## src/rtl/clk12_pkg.sv

```systemverilog
package clk12_pkg;

    localparam int UNITS_W = 4;
    localparam int TENS_W  = 3;

    typedef logic [UNITS_W-1:0] bcd_t;
    typedef logic [TENS_W-1:0]  tens_t;

    localparam bcd_t  UNITS_LAST = bcd_t'(9);
    localparam tens_t TENS_LAST  = tens_t'(5);
    localparam bcd_t  HOUR_TOP   = bcd_t'(2);

    typedef struct packed {
        tens_t tens;
        bcd_t  units;
    } sexa_t;

    typedef struct packed {
        logic  tens;
        bcd_t  units;
    } hour_t;

    localparam sexa_t SEXA_ZERO  = '{tens: '0, units: '0};
    localparam hour_t HOUR_RESET = '{tens: 1'b1, units: bcd_t'(2)};

    function automatic logic sexa_at_last(sexa_t v);
        return (v.units == UNITS_LAST) && (v.tens == TENS_LAST);
    endfunction

    function automatic sexa_t sexa_next(sexa_t v);
        sexa_t n;
        n = v;
        if (v.units == UNITS_LAST) begin
            n.units = '0;
            n.tens  = (v.tens == TENS_LAST) ? '0 : tens_t'(v.tens + 1'b1);
        end else begin
            n.units = bcd_t'(v.units + 1'b1);
        end
        return n;
    endfunction

    function automatic hour_t hour_next(hour_t v);
        hour_t n;
        if (v.tens && v.units == HOUR_TOP) begin
            n.tens  = 1'b0;
            n.units = bcd_t'(1);
        end else if (v.units == UNITS_LAST) begin
            n.tens  = 1'b1;
            n.units = '0;
        end else begin
            n.tens  = v.tens;
            n.units = bcd_t'(v.units + 1'b1);
        end
        return n;
    endfunction

endpackage

```

## src/rtl/tick_prescaler.sv

```systemverilog
module tick_prescaler #(
    parameter int TICKS_PER_SEC = 50
) (
    input  logic clk,
    input  logic rst,
    input  logic tick_i,
    output logic sec_o
);
    localparam int CW = (TICKS_PER_SEC > 2) ? $clog2(TICKS_PER_SEC) : 1;
    localparam logic [CW-1:0] LAST = CW'(TICKS_PER_SEC - 1);

    logic [CW-1:0] cnt_q;

    assign sec_o = tick_i && (cnt_q == LAST);

    always_ff @(posedge clk) begin
        if (rst)
            cnt_q <= '0;
        else if (tick_i)
            cnt_q <= (cnt_q == LAST) ? '0 : CW'(cnt_q + 1'b1);
    end

    // the count stays inside the divisor range
    a_r2_cnt_range: assert property (@(posedge clk) disable iff (rst)
        cnt_q <= LAST);
    // without a tick the prescaler holds
    a_r2_hold_no_tick: assert property (@(posedge clk) disable iff (rst)
        !tick_i |=> $stable(cnt_q));
    // reset clears the prescaler
    a_r1_prescale_clear: assert property (@(posedge clk)
        rst |=> cnt_q == '0);
endmodule

```

## src/rtl/sexa_counter.sv

```systemverilog
module sexa_counter
    import clk12_pkg::*;
(
    input  logic  clk,
    input  logic  rst,
    input  logic  en_i,
    output sexa_t val_o,
    output logic  carry_o
);
    sexa_t val_q;

    assign val_o   = val_q;
    assign carry_o = en_i && sexa_at_last(val_q);

    always_ff @(posedge clk) begin
        if (rst)
            val_q <= SEXA_ZERO;
        else if (en_i)
            val_q <= sexa_next(val_q);
    end

    // digits stay legal
    a_r3_units_legal: assert property (@(posedge clk) disable iff (rst)
        val_q.units <= UNITS_LAST);
    a_r7_tens_legal: assert property (@(posedge clk) disable iff (rst)
        val_q.tens <= TENS_LAST);
    // a carry leaves the stage at 00
    a_r4_wrap_to_zero: assert property (@(posedge clk) disable iff (rst)
        carry_o |=> val_q == SEXA_ZERO);
    // the tens digit only moves when the units wrap
    a_r3_tens_step: assert property (@(posedge clk) disable iff (rst)
        (en_i && val_q.units != UNITS_LAST) |=> $stable(val_q.tens));
    // no enable, no change
    a_r8_hold: assert property (@(posedge clk) disable iff (rst)
        !en_i |=> $stable(val_q));
endmodule

```

## src/rtl/hour_counter.sv

```systemverilog
module hour_counter
    import clk12_pkg::*;
(
    input  logic  clk,
    input  logic  rst,
    input  logic  en_i,
    output hour_t val_o
);
    hour_t val_q;

    assign val_o = val_q;

    always_ff @(posedge clk) begin
        if (rst)
            val_q <= HOUR_RESET;
        else if (en_i)
            val_q <= hour_next(val_q);
    end

    // hour 0 and hours above 12 never appear
    a_r7_hour_legal: assert property (@(posedge clk) disable iff (rst)
        val_q.tens ? (val_q.units <= HOUR_TOP)
                   : (val_q.units != '0 && val_q.units <= UNITS_LAST));
    // after 12 comes 1
    a_r6_wrap_to_one: assert property (@(posedge clk) disable iff (rst)
        (en_i && val_q.tens && val_q.units == HOUR_TOP)
            |=> (!val_q.tens && val_q.units == bcd_t'(1)));
    // 9 goes to 10
    a_r6_nine_to_ten: assert property (@(posedge clk) disable iff (rst)
        (en_i && !val_q.tens && val_q.units == UNITS_LAST)
            |=> (val_q.tens && val_q.units == '0));

    a_r8_hour_hold: assert property (@(posedge clk) disable iff (rst)
        !en_i |=> $stable(val_q));

    a_r1_hour_reset: assert property (@(posedge clk)
        rst |=> val_q == HOUR_RESET);
endmodule

```

## src/rtl/twelve_hour_clock.sv

```systemverilog
module twelve_hour_clock
    import clk12_pkg::*;
#(
    parameter int TICKS_PER_SEC = 50
) (
    input  logic       clk,
    input  logic       rst,
    input  logic       tick_i,
    output logic       sec_strobe_o,
    output logic       hr_tens_o,
    output logic [3:0] hr_units_o,
    output logic [2:0] min_tens_o,
    output logic [3:0] min_units_o,
    output logic [2:0] sec_tens_o,
    output logic [3:0] sec_units_o
);
    localparam int NSTAGE = 2;   // stage 0 = seconds, stage 1 = minutes

    logic              sec_en;
    logic [NSTAGE:0]   chain_en;
    logic [NSTAGE-1:0] carry;
    sexa_t             stage_val [NSTAGE];
    hour_t             hour_val;

    tick_prescaler #(.TICKS_PER_SEC(TICKS_PER_SEC)) u_prescale (
        .clk    (clk),
        .rst    (rst),
        .tick_i (tick_i),
        .sec_o  (sec_en)
    );

    assign chain_en = {carry, sec_en};

    for (genvar g = 0; g < NSTAGE; g++) begin : g_stage
        sexa_counter u_stage (
            .clk     (clk),
            .rst     (rst),
            .en_i    (chain_en[g]),
            .val_o   (stage_val[g]),
            .carry_o (carry[g])
        );
    end

    hour_counter u_hours (
        .clk   (clk),
        .rst   (rst),
        .en_i  (chain_en[NSTAGE]),
        .val_o (hour_val)
    );

    assign sec_strobe_o = sec_en;
    assign sec_units_o  = stage_val[0].units;
    assign sec_tens_o   = stage_val[0].tens;
    assign min_units_o  = stage_val[1].units;
    assign min_tens_o   = stage_val[1].tens;
    assign hr_units_o   = hour_val.units;
    assign hr_tens_o    = hour_val.tens;

    // the strobe only coincides with a tick
    a_r2_strobe_needs_tick: assert property (@(posedge clk) disable iff (rst)
        sec_strobe_o |-> tick_i);
    // the hours only move when minutes and seconds read 59:59 on a strobe
    a_r5_hour_carry: assert property (@(posedge clk) disable iff (rst)
        !(sec_strobe_o && min_tens_o == 3'd5 && min_units_o == 4'd9
          && sec_tens_o == 3'd5 && sec_units_o == 4'd9)
            |=> $stable({hr_tens_o, hr_units_o}));
endmodule

```

## config.mk

```make
export PLATFORM = sky130hd
export DESIGN_NAME = twelve_hour_clock
export DESIGN_NICKNAME = d
export VERILOG_FILES = /design/src/rtl/clk12_pkg.sv /design/src/rtl/tick_prescaler.sv /design/src/rtl/sexa_counter.sv /design/src/rtl/hour_counter.sv /design/src/rtl/twelve_hour_clock.sv
export SDC_FILE = /design/constraint.sdc
export NUM_CORES = 1
export LEC_CHECK = 0
export ABC_AREA = 1
export CELL_PAD_IN_SITES_DETAIL_PLACEMENT = 1
export CELL_PAD_IN_SITES_GLOBAL_PLACEMENT = 1
export CORE_MARGIN = 5
export CORE_UTILIZATION = 30
export DETAILED_ROUTE_END_ITERATION = 16
export GPL_ROUTABILITY_DRIVEN = 0
export PLACE_DENSITY = 0.67
export SLEW_MARGIN = 20
export SYNTH_ARGS = -nofsm -noshare
export SYNTH_HDL_FRONTEND = slang
export SYNTH_SLANG_ARGS = --single-unit
```

## constraint.sdc

```tcl
create_clock -name clk -period 1.15 [get_ports clk]
set_input_delay 0.115 -clock clk [delete_from_list [all_inputs] [get_ports clk]]
set_output_delay 0.115 -clock clk [all_outputs]
set_load 0.1 [all_outputs]
```

======== Word level (Yosys, flattened, before mapping) ========
Cells that the tools add are included.
operators by class
  $add $sub $neg .......................... 6
  equal/unequal tests ..................... 7
  multiplexer cells ....................... 7
  reduce and logical (&&, ||, !) cells .... 10
operators with widths
  kind                   number
  $add A4 B1 Y4 const B  3
  $eq A4 B4 Y1 const B   3
  $mux W5                2
  $mux W4                2
  $add A3 B1 Y3 const B  2
  $add A6 B1 Y6 const B  1
  $eq A3 B3 Y1 const B   2
  $eq A6 B6 Y1 const B   1
  $logic_and A1 B1 Y1    6
  $mux W3                2
  $mux W6                1
  $reduce_and A2 Y1      3
  $eq A4 B2 Y1 const B   1
  $reduce_bool A2 Y1     1
word-level totals
  bits in registers ....................... 25
  input bits .............................. 3
  output and inout port bits .............. 20
  logic and storage cells ................. 37

======== Depth between registers and ports, before layout ========
Gate-level depths: netlist (run 1).
  depth after elaboration ................. 5
  mapped depth ............................ 8
  gate-level depth less buffers ........... 8

======== Modules after synthesis ========
A second synthesis (run 1) with hierarchy kept.
unflattened totals
  cell total of the unflattened synthesis .. 188
  area total of the unflattened synthesis .. 1270.0 um^2
modules (own cells, without submodules)
  module          times used  cells each  area an instance (um^2)  sequential area each (um^2)
  sexa_counter    2           50          334.1                    140.1
  tick_prescaler  1           48          340.3                    120.1
  hour_counter    1           40          261.5                    100.1

======== Worst setup path before layout (run 1) ========
Ideal clock, no wire load.
  kind .................................... register to register
  start point ............................. reg g_stage[1].u_stage.val_q (netlist bit g_stage[1].u_stage.val_o[0])
  end point ............................... reg u_hours.val_q (netlist bit u_hours.val_o[1])
  arrival time ............................ 1.850 ns
  data required time ...................... 1.021 ns
  setup slack ............................. -0.829 ns
  cell stages (with the launch flop) ...... 8
  buffers on the path ..................... 0
  period minus slack after synthesis ...... 1.979 ns
  cell sequence ........................... dfxtp_1 -> inv_1 -> nor2_1 -> nand2_1 -> nor2_4 -> nand3_1 -> nand2_1 -> nand3_1
between the ends
  word-level cells in the longest chain between the ends .. 3
RTL lines
  item                    line                text
  start, declared         sexa_counter.sv:10  sexa_t val_q;
  start signal, assigned  sexa_counter.sv:19  val_q <= sexa_next(val_q);
  $eq A4 B4 Y1            clk12_pkg.sv:27     return (v.units == UNITS_LAST) && (v.tens == TENS_LAST);
  $logic_and A1 B1 Y1     clk12_pkg.sv:27
  $logic_and A1 B1 Y1     sexa_counter.sv:13  assign carry_o = en_i && sexa_at_last(val_q);
  end signal, assigned    hour_counter.sv:17  val_q <= hour_next(val_q);
  end, declared           hour_counter.sv:9   hour_t val_q;
No other way between the ends.
A chain may end at the register's enable or synchronous reset.

======== Worst setup path after layout (run 1) ========
  start point ............................. reg u_prescale.cnt_q[1]
  end point ............................... out sec_strobe_o
between the ends
  word-level cells in the longest chain between the ends .. 2
RTL lines
  item                    line                    text
  start, declared         tick_prescaler.sv:12    logic [CW-1:0] cnt_q;
  start signal, assigned  tick_prescaler.sv:20    cnt_q <= (cnt_q == LAST) ? '0 : CW'(cnt_q + 1'b1);
  $eq A6 B6 Y1            tick_prescaler.sv:14    assign sec_o = tick_i && (cnt_q == LAST);
  $logic_and A1 B1 Y1     tick_prescaler.sv:14
  end, declared           twelve_hour_clock.sv:9  output logic sec_strobe_o,
No other way between the ends.

==> results of run 1 <==
[how the worst max path moves through the flow]
stage | to | slack [ps] | cells after the start
after global placement | g_stage[1].u_stage.val_o[0] | -340 | 6
after CTS | sec_strobe_o | -240 | 6
after detailed placement | g_stage[1].u_stage.val_o[0] | -430 | 6
final | sec_strobe_o | -260 | 6
after global routing | sec_strobe_o | -320 | 6
after floorplan | u_hours.val_o[2] | -490 | 7
[cell families after synthesis]
group,count (synthesis)
buffers and inverters,31
and+or+nand+nor,107
adders and majority gates,2
AOI/OAI and AO/OA,24
xor gates and xnor gates,5
DFF,25
[state kept, by name (all words and copies together) (netlist names)]
signal                 flops
u_hours.val_o              5
u_prescale.cnt_q           6
g_stage.u_stage.val_o     14
[layer usage]
layer	wire length, um	global-route usage, %	up-vias
met5	0	0	-
met4	59	4.90	0
met3	90	2.69	6
met2	2890	31.7	16
met1	2010	18.9	750
li1	-	-	762
[final cells by class]
cell class                 count  area, sq um
fill                         504         1720
multi-input combinational    138          990
timing repair buffer          68          833
sequential                    25          577
inverter                      28          121
tap                           52         65.1
clock buffer                   4         45.0
[power breakdown]
group          leakage [nW]  internal [mW]  switching (mW)
logic                 0.779         0.0552          0.0652
registers             0.218          0.831         0.00593
clock network        0.0228          0.248           0.295
total                  1.02           1.13           0.366
[what timing repair did]
item                       CTS  global route
cloned                       1             0
resized for setup           42            29
setup buffers                8             3
pin swaps                   18             9
setup endpoints to repair   23            25
[cell usage in the layout (no fill, tap or decap), types with 3 or more instances in the layout]
cell type and count:
buf_4 39, nand2_1 27, buf_12 23, inv_1 18
dfxtp_4 18, nand2_2 17, nand3_1 12, a21oi_1 11
nor2_1 11, nor2_4 8, dfxtp_2 7, inv_2 6
nand2_4 6, nand4_1 6, nand3_4 5, nor2_2 5
a21oi_2 5, nand3_2 4, xor2_1 4, o21ai_1 3
clkbuf_8 3, buf_6 3
[through the flow]
| stage | power [mW] | worst slack, ps |
|---|---|---|
| final | 1.50 | -255 |
| after global routing | 1.57 | -324 |
| after CTS | 1.51 | -240 |
| after detailed placement | 0.960 | -429 |
| after global placement | 0.952 | -340 |
| after floorplan | 0.905 | -491 |
[critical path, cell delays in order, from the launching register on]
cell	delay (ps)
dfxtp_2	330
inv_2	50
ha_4	150
nand3_4	70
nor2_4	120
buf_12	120
buf_12	160
==> impl_metrics.env, run 1 <==
export IMPL_post_route_util_pct=60.4
export IMPL_synth_top_area_cell="dfxtp_1"
export IMPL_reg2reg_depth=9
export IMPL_cts_hold_fix_buffers=0
export IMPL_drive_above_1_share_pct=61.6
export IMPL_fmaxAchievable_mhz=712
export IMPL_worstHoldStart="tick_i"
export IMPL_numCtsBuffers=3
export IMPL_drt_iter0_markers=77
export IMPL_crit_path_start_kind="register"
export IMPL_fin_ws_ps=-255
export IMPL_avgRoutedWirePerCell_um=16.0
export IMPL_end_kind="output pin"
export IMPL_routed_via_density=4.87
export IMPL_maxCapViolations=0
export IMPL_place_area_sq_um=2230
export IMPL_cts_sinks=25
export IMPL_firstDrtPassIters=4
export IMPL_grt_pass1_vias=1705
export IMPL_r2r_end="g_stage[0].u_stage.val_o[3]"
export IMPL_vias=1534
export IMPL_synth_fa_ha_area_share_pct=1.86
export IMPL_wl_mm=5.05
export IMPL_core_area_sq_um=4350
export IMPL_worstMarginPinSlew_ps=454
export IMPL_muxShareOfSynthArea_pct=0
export IMPL_layout_nets=269
export IMPL_diodes=0
export IMPL_clock_path_buffers=2
export IMPL_synth_top_area_share_pct=37.2
export IMPL_maxSlewViolCount=0
export IMPL_drc_errors=0
export IMPL_synth_top_family_by_area="simple AND/OR/NAND/NOR gates"
export IMPL_yosysMostFrequentCell="nand2_1"
export IMPL_leakage_nw=1.02
export IMPL_grt_setup_unrepaired="yes"
export IMPL_final_area_sq_um=2630
export IMPL_syn_area_per_cell_sq_um=6.93
export IMPL_ys_flop_type="dfxtp_1"
export IMPL_crit_required_ps=1030
export IMPL_clock_latency_ps=270
export IMPL_grt_max_degree=14
export IMPL_dp_hpwl_mm=3.27
export IMPL_cts_root_buffer="clkbuf_8"
export IMPL_fp_dieH_um=76.9
export IMPL_detail_route_antenna_nets=0
export IMPL_netlist_top_cells_count="nand2_1, dfxtp_1, inv_1"
export IMPL_path_max_fanout=3
export IMPL_clkSlewWorstSetupHoldPaths_ps=90
export IMPL_synth_edf_count=0
export IMPL_finalSetupViolations=21
export IMPL_ios=23
export IMPL_synth_cells=194
export IMPL_place_inst=300
export IMPL_synth_simple_area_share_pct=39.0
export IMPL_yosys_register_bits=25
export IMPL_violations="setup timing"
export IMPL_syn_num_nets=199
export IMPL_clock_skew_ps=2.89
export IMPL_grt_pass1_wl_mm=8.24
export IMPL_finalHoldViolCount=0
export IMPL_final_min_clock_period_ps=1410
export IMPL_gr_total_overflow=0
export IMPL_area_growth_pct=95.8
export IMPL_start_util_pct=30.9
export IMPL_synth_cell_types=23
export IMPL_regToRegSetupSlack_ps=-230
export IMPL_final_cells=315
export IMPL_netlist_top_cells_area="dfxtp_1, nand2_1, nand3_1"
export IMPL_hold_ws_ps=434
export IMPL_syn_area_sq_um=1340
export IMPL_synth_compound_area_share_pct=9.40
export IMPL_setup_tns_ps=-3190
export IMPL_status="complete, but fails checks"
export IMPL_power_density_nw_per_um2=570
export IMPL_rows=24
export IMPL_async_reset_ff_share_pct=0
export IMPL_antenna_found_initial=0
export IMPL_arrival_ps=1290
export IMPL_worst_hold_path_endpoint="u_prescale.cnt_q[0]"
export IMPL_seq_area_frac_synth_pct=37.2
export IMPL_grt_usage_pct=16.7
export IMPL_criticalPathCategory="reg -> out"
export IMPL_whs_path_depth=3
export IMPL_ir_drop_v=0.000387
export IMPL_cts_tree="built"
export IMPL_htreeDepth=1
export IMPL_crit_start="u_prescale.cnt_q[1]"
export IMPL_slew_headroom_pct=69.7
export IMPL_die_w_um=76.9
export IMPL_die_area_sq_um=5920
export IMPL_hold_path_class="in -> reg"
export IMPL_port_buffers=22
export IMPL_synth_xor_area_share_pct=3.26
export IMPL_period_share_pct=122
export IMPL_yosysWarnings=0
export IMPL_r2r_start="u_prescale.cnt_q[1]"
Note: power is estimated with default switching activity, not from simulation.
==> run 2, diff against run 1 <==
--- a/config.mk
+++ b/config.mk
@@ -10,6 +10,7 @@
 export CELL_PAD_IN_SITES_GLOBAL_PLACEMENT = 1
 export CORE_MARGIN = 5
 export CORE_UTILIZATION = 30
+export CTS_CLUSTER_SIZE = 25
 export DETAILED_ROUTE_END_ITERATION = 16
 export GPL_ROUTABILITY_DRIVEN = 0
 export PLACE_DENSITY = 0.67
==> constraint.sdc (replaced) <==
create_clock -name clk -period 1.15 [get_ports clk]
set_input_delay 0.23 -clock clk [delete_from_list [all_inputs] [get_ports clk]]
set_output_delay 0.23 -clock clk [all_outputs]
set_load 0.1 [all_outputs]
==> impl_metrics.env, run 2 (synthesis gave the netlist of run 1 again) <==
export IMPL_status="complete, but fails checks"
export IMPL_violations="setup timing"
export IMPL_path_max_fanout=2
export IMPL_htreeDepth=1
export IMPL_ir_drop_v=0.000335
export IMPL_grt_pass1_wl_mm=8.96
export IMPL_seq_area_sq_um=576
export IMPL_worstHoldStart="tick_i"
export IMPL_final_min_clock_period_ps=1480
export IMPL_cts_root_buffer="clkbuf_8"
export IMPL_vias=1699
export IMPL_antenna_found_initial=0
export IMPL_leakage_nw=1.13
export IMPL_cts_hold_fix_buffers=0
export IMPL_die_area_sq_um=5920
export IMPL_clock_path_buffers=2
export IMPL_clkSlewWorstSetupHoldPaths_ps=110
export IMPL_multi_input_area_sq_um=1050
export IMPL_maxSlewViolCount=0
export IMPL_drive_above_1_share_pct=68.1
export IMPL_wl_mm=5.97
export IMPL_r2r_start="u_prescale.cnt_q[1]"
export IMPL_r2r_end="u_hours.val_o[3]"
export IMPL_drt_iter0_markers=70
export IMPL_layout_nets=285
export IMPL_fmaxAchievable_mhz=678
export IMPL_cts_tree="built"
export IMPL_reg2reg_depth=9
export IMPL_die_w_um=76.9
export IMPL_dp_slack_ps=-540
export IMPL_post_route_util_pct=65.5
export IMPL_grt_setup_unrepaired="yes"
export IMPL_regToRegSetupSlack_ps=-270
export IMPL_dp_hpwl_mm=3.52
export IMPL_grt_usage_pct=18.7
export IMPL_final_cell_mix="buf_4, nand2_1, buf_12, buf_6"
export IMPL_area_growth_pct=112
export IMPL_worstMarginPinSlew_ps=349
export IMPL_crit_required_ps=920
export IMPL_gr_total_overflow=0
export IMPL_clock_skew_ps=7.19
export IMPL_start_util_pct=30.9
export IMPL_routed_via_density=5.13
export IMPL_worst_hold_path_endpoint="u_prescale.cnt_q[0]"
export IMPL_final_cells=331
export IMPL_nFillCells=489
export IMPL_ios=23
export IMPL_period_share_pct=128
export IMPL_rows=24
export IMPL_slew_headroom_pct=76.6
export IMPL_power_density_nw_per_um2=550
export IMPL_place_inst=299
export IMPL_avgRoutedWirePerCell_um=18.0
export IMPL_mostFrequentLayoutCell="buf_4"
export IMPL_finalSetupViolations=35
export IMPL_drc_errors=0
export IMPL_maxCapViolations=0
export IMPL_finalHoldViolCount=0
export IMPL_crit_path_start_kind="register"
export IMPL_largest_reg_flops=14
export IMPL_fin_ws_ps=-325
export IMPL_grt_max_degree=15
export IMPL_firstDrtPassIters=4
export IMPL_core_area_sq_um=4350
export IMPL_arrival_ps=1250
export IMPL_grt_pass1_vias=1785
export IMPL_clock_latency_ps=290
export IMPL_criticalPathCategory="reg -> out"
export IMPL_fp_dieH_um=76.9
export IMPL_port_buffers=22
export IMPL_diodes=0
export IMPL_hold_path_class="in -> reg"
export IMPL_setup_tns_ps=-4660
export IMPL_whs_path_depth=3
export IMPL_detail_route_antenna_nets=0
export IMPL_numCtsBuffers=3
export IMPL_cts_sinks=25
export IMPL_end_kind="output pin"
[run 2: timing repair]
item | in CTS | in global routing
endpoints found under the setup margin | 38 | 40
cloned | 1 | 0
gates resized for setup | 51 | 56
endpoints found under the hold margin | 0 | 0
pin swaps | 20 | 16
buffers inserted | 17 | 17
[run 2: worst max-delay path by stage]
| stage | startpoint | to | slack (ps) | cells after the start |
|---|---|---|---|---|
| 2_1_floorplan | u_prescale.cnt_q[1] | u_hours.val_o[2] | -490 | 7 |
| 3_3_place_gp | tick_i | sec_strobe_o | -490 | 4 |
| 3_5_place_dp | tick_i | g_stage[0].u_stage.val_o[5] | -540 | 7 |
| 4_1_cts | u_prescale.cnt_q[1] | sec_strobe_o | -280 | 5 |
| 5_1_grt | u_prescale.cnt_q[1] | sec_strobe_o | -360 | 5 |
| 6_report | u_prescale.cnt_q[1] | sec_strobe_o | -330 | 5 |
[run 2: final cells by class]
type | instances | area share, %
Multi-Input combinational cell | 138 | 36.7
Timing Repair Buffer | 84 | 34.9
Sequential cell | 25 | 20.2
Inverter | 28 | 4.21
Tap cell | 52 | 2.28
Clock buffer | 3 | 1.45
Clock inverter | 1 | 0.176
[run 2: critical path: stages (launching register included)]
cell	delay, ps
dfxtp_2	350
inv_2	60
ha_4	150
nand3_4	70
nor2_4	140
buf_12	190
[run 2: where the power goes]
part           total, mW  switching [mW]  internal, mW
clock network      0.593           0.348         0.245
registers          0.838         0.00644         0.831
logic              0.137          0.0717        0.0656
total               1.57           0.426          1.14
[run 2: per-stage QoR]
stage | total power [mW] | hold WS (ps) | cell area, sq um
floorplan | 0.905 | 289 | 1480
global placement | 0.939 | 491 | 2210
detailed placement | 0.945 | 503 | 2210
CTS | 1.53 | 517 | 2600
global route | 1.62 | 544 | 2850
finish | 1.57 | 515 | 2850
[run 2: routing by layer]
layer	vias to the layer above	track usage, %	part of all wire [%]
li1	796	-	-
met2	49	36.2	56
met4	0	5.77	2.6
met1	839	20.7	37
met5	-	0	0
met3	15	2.34	3.6
==> run 3, diff against run 2 <==
--- a/config.mk
+++ b/config.mk
@@ -6,6 +6,7 @@
 export NUM_CORES = 1
 export LEC_CHECK = 0
 export ABC_AREA = 1
+export CAP_MARGIN = 20
 export CELL_PAD_IN_SITES_DETAIL_PLACEMENT = 1
 export CELL_PAD_IN_SITES_GLOBAL_PLACEMENT = 1
 export CORE_MARGIN = 5
==> results of run 3 <==
No change in the layout: final DEF, timing and power equal those of run 2.
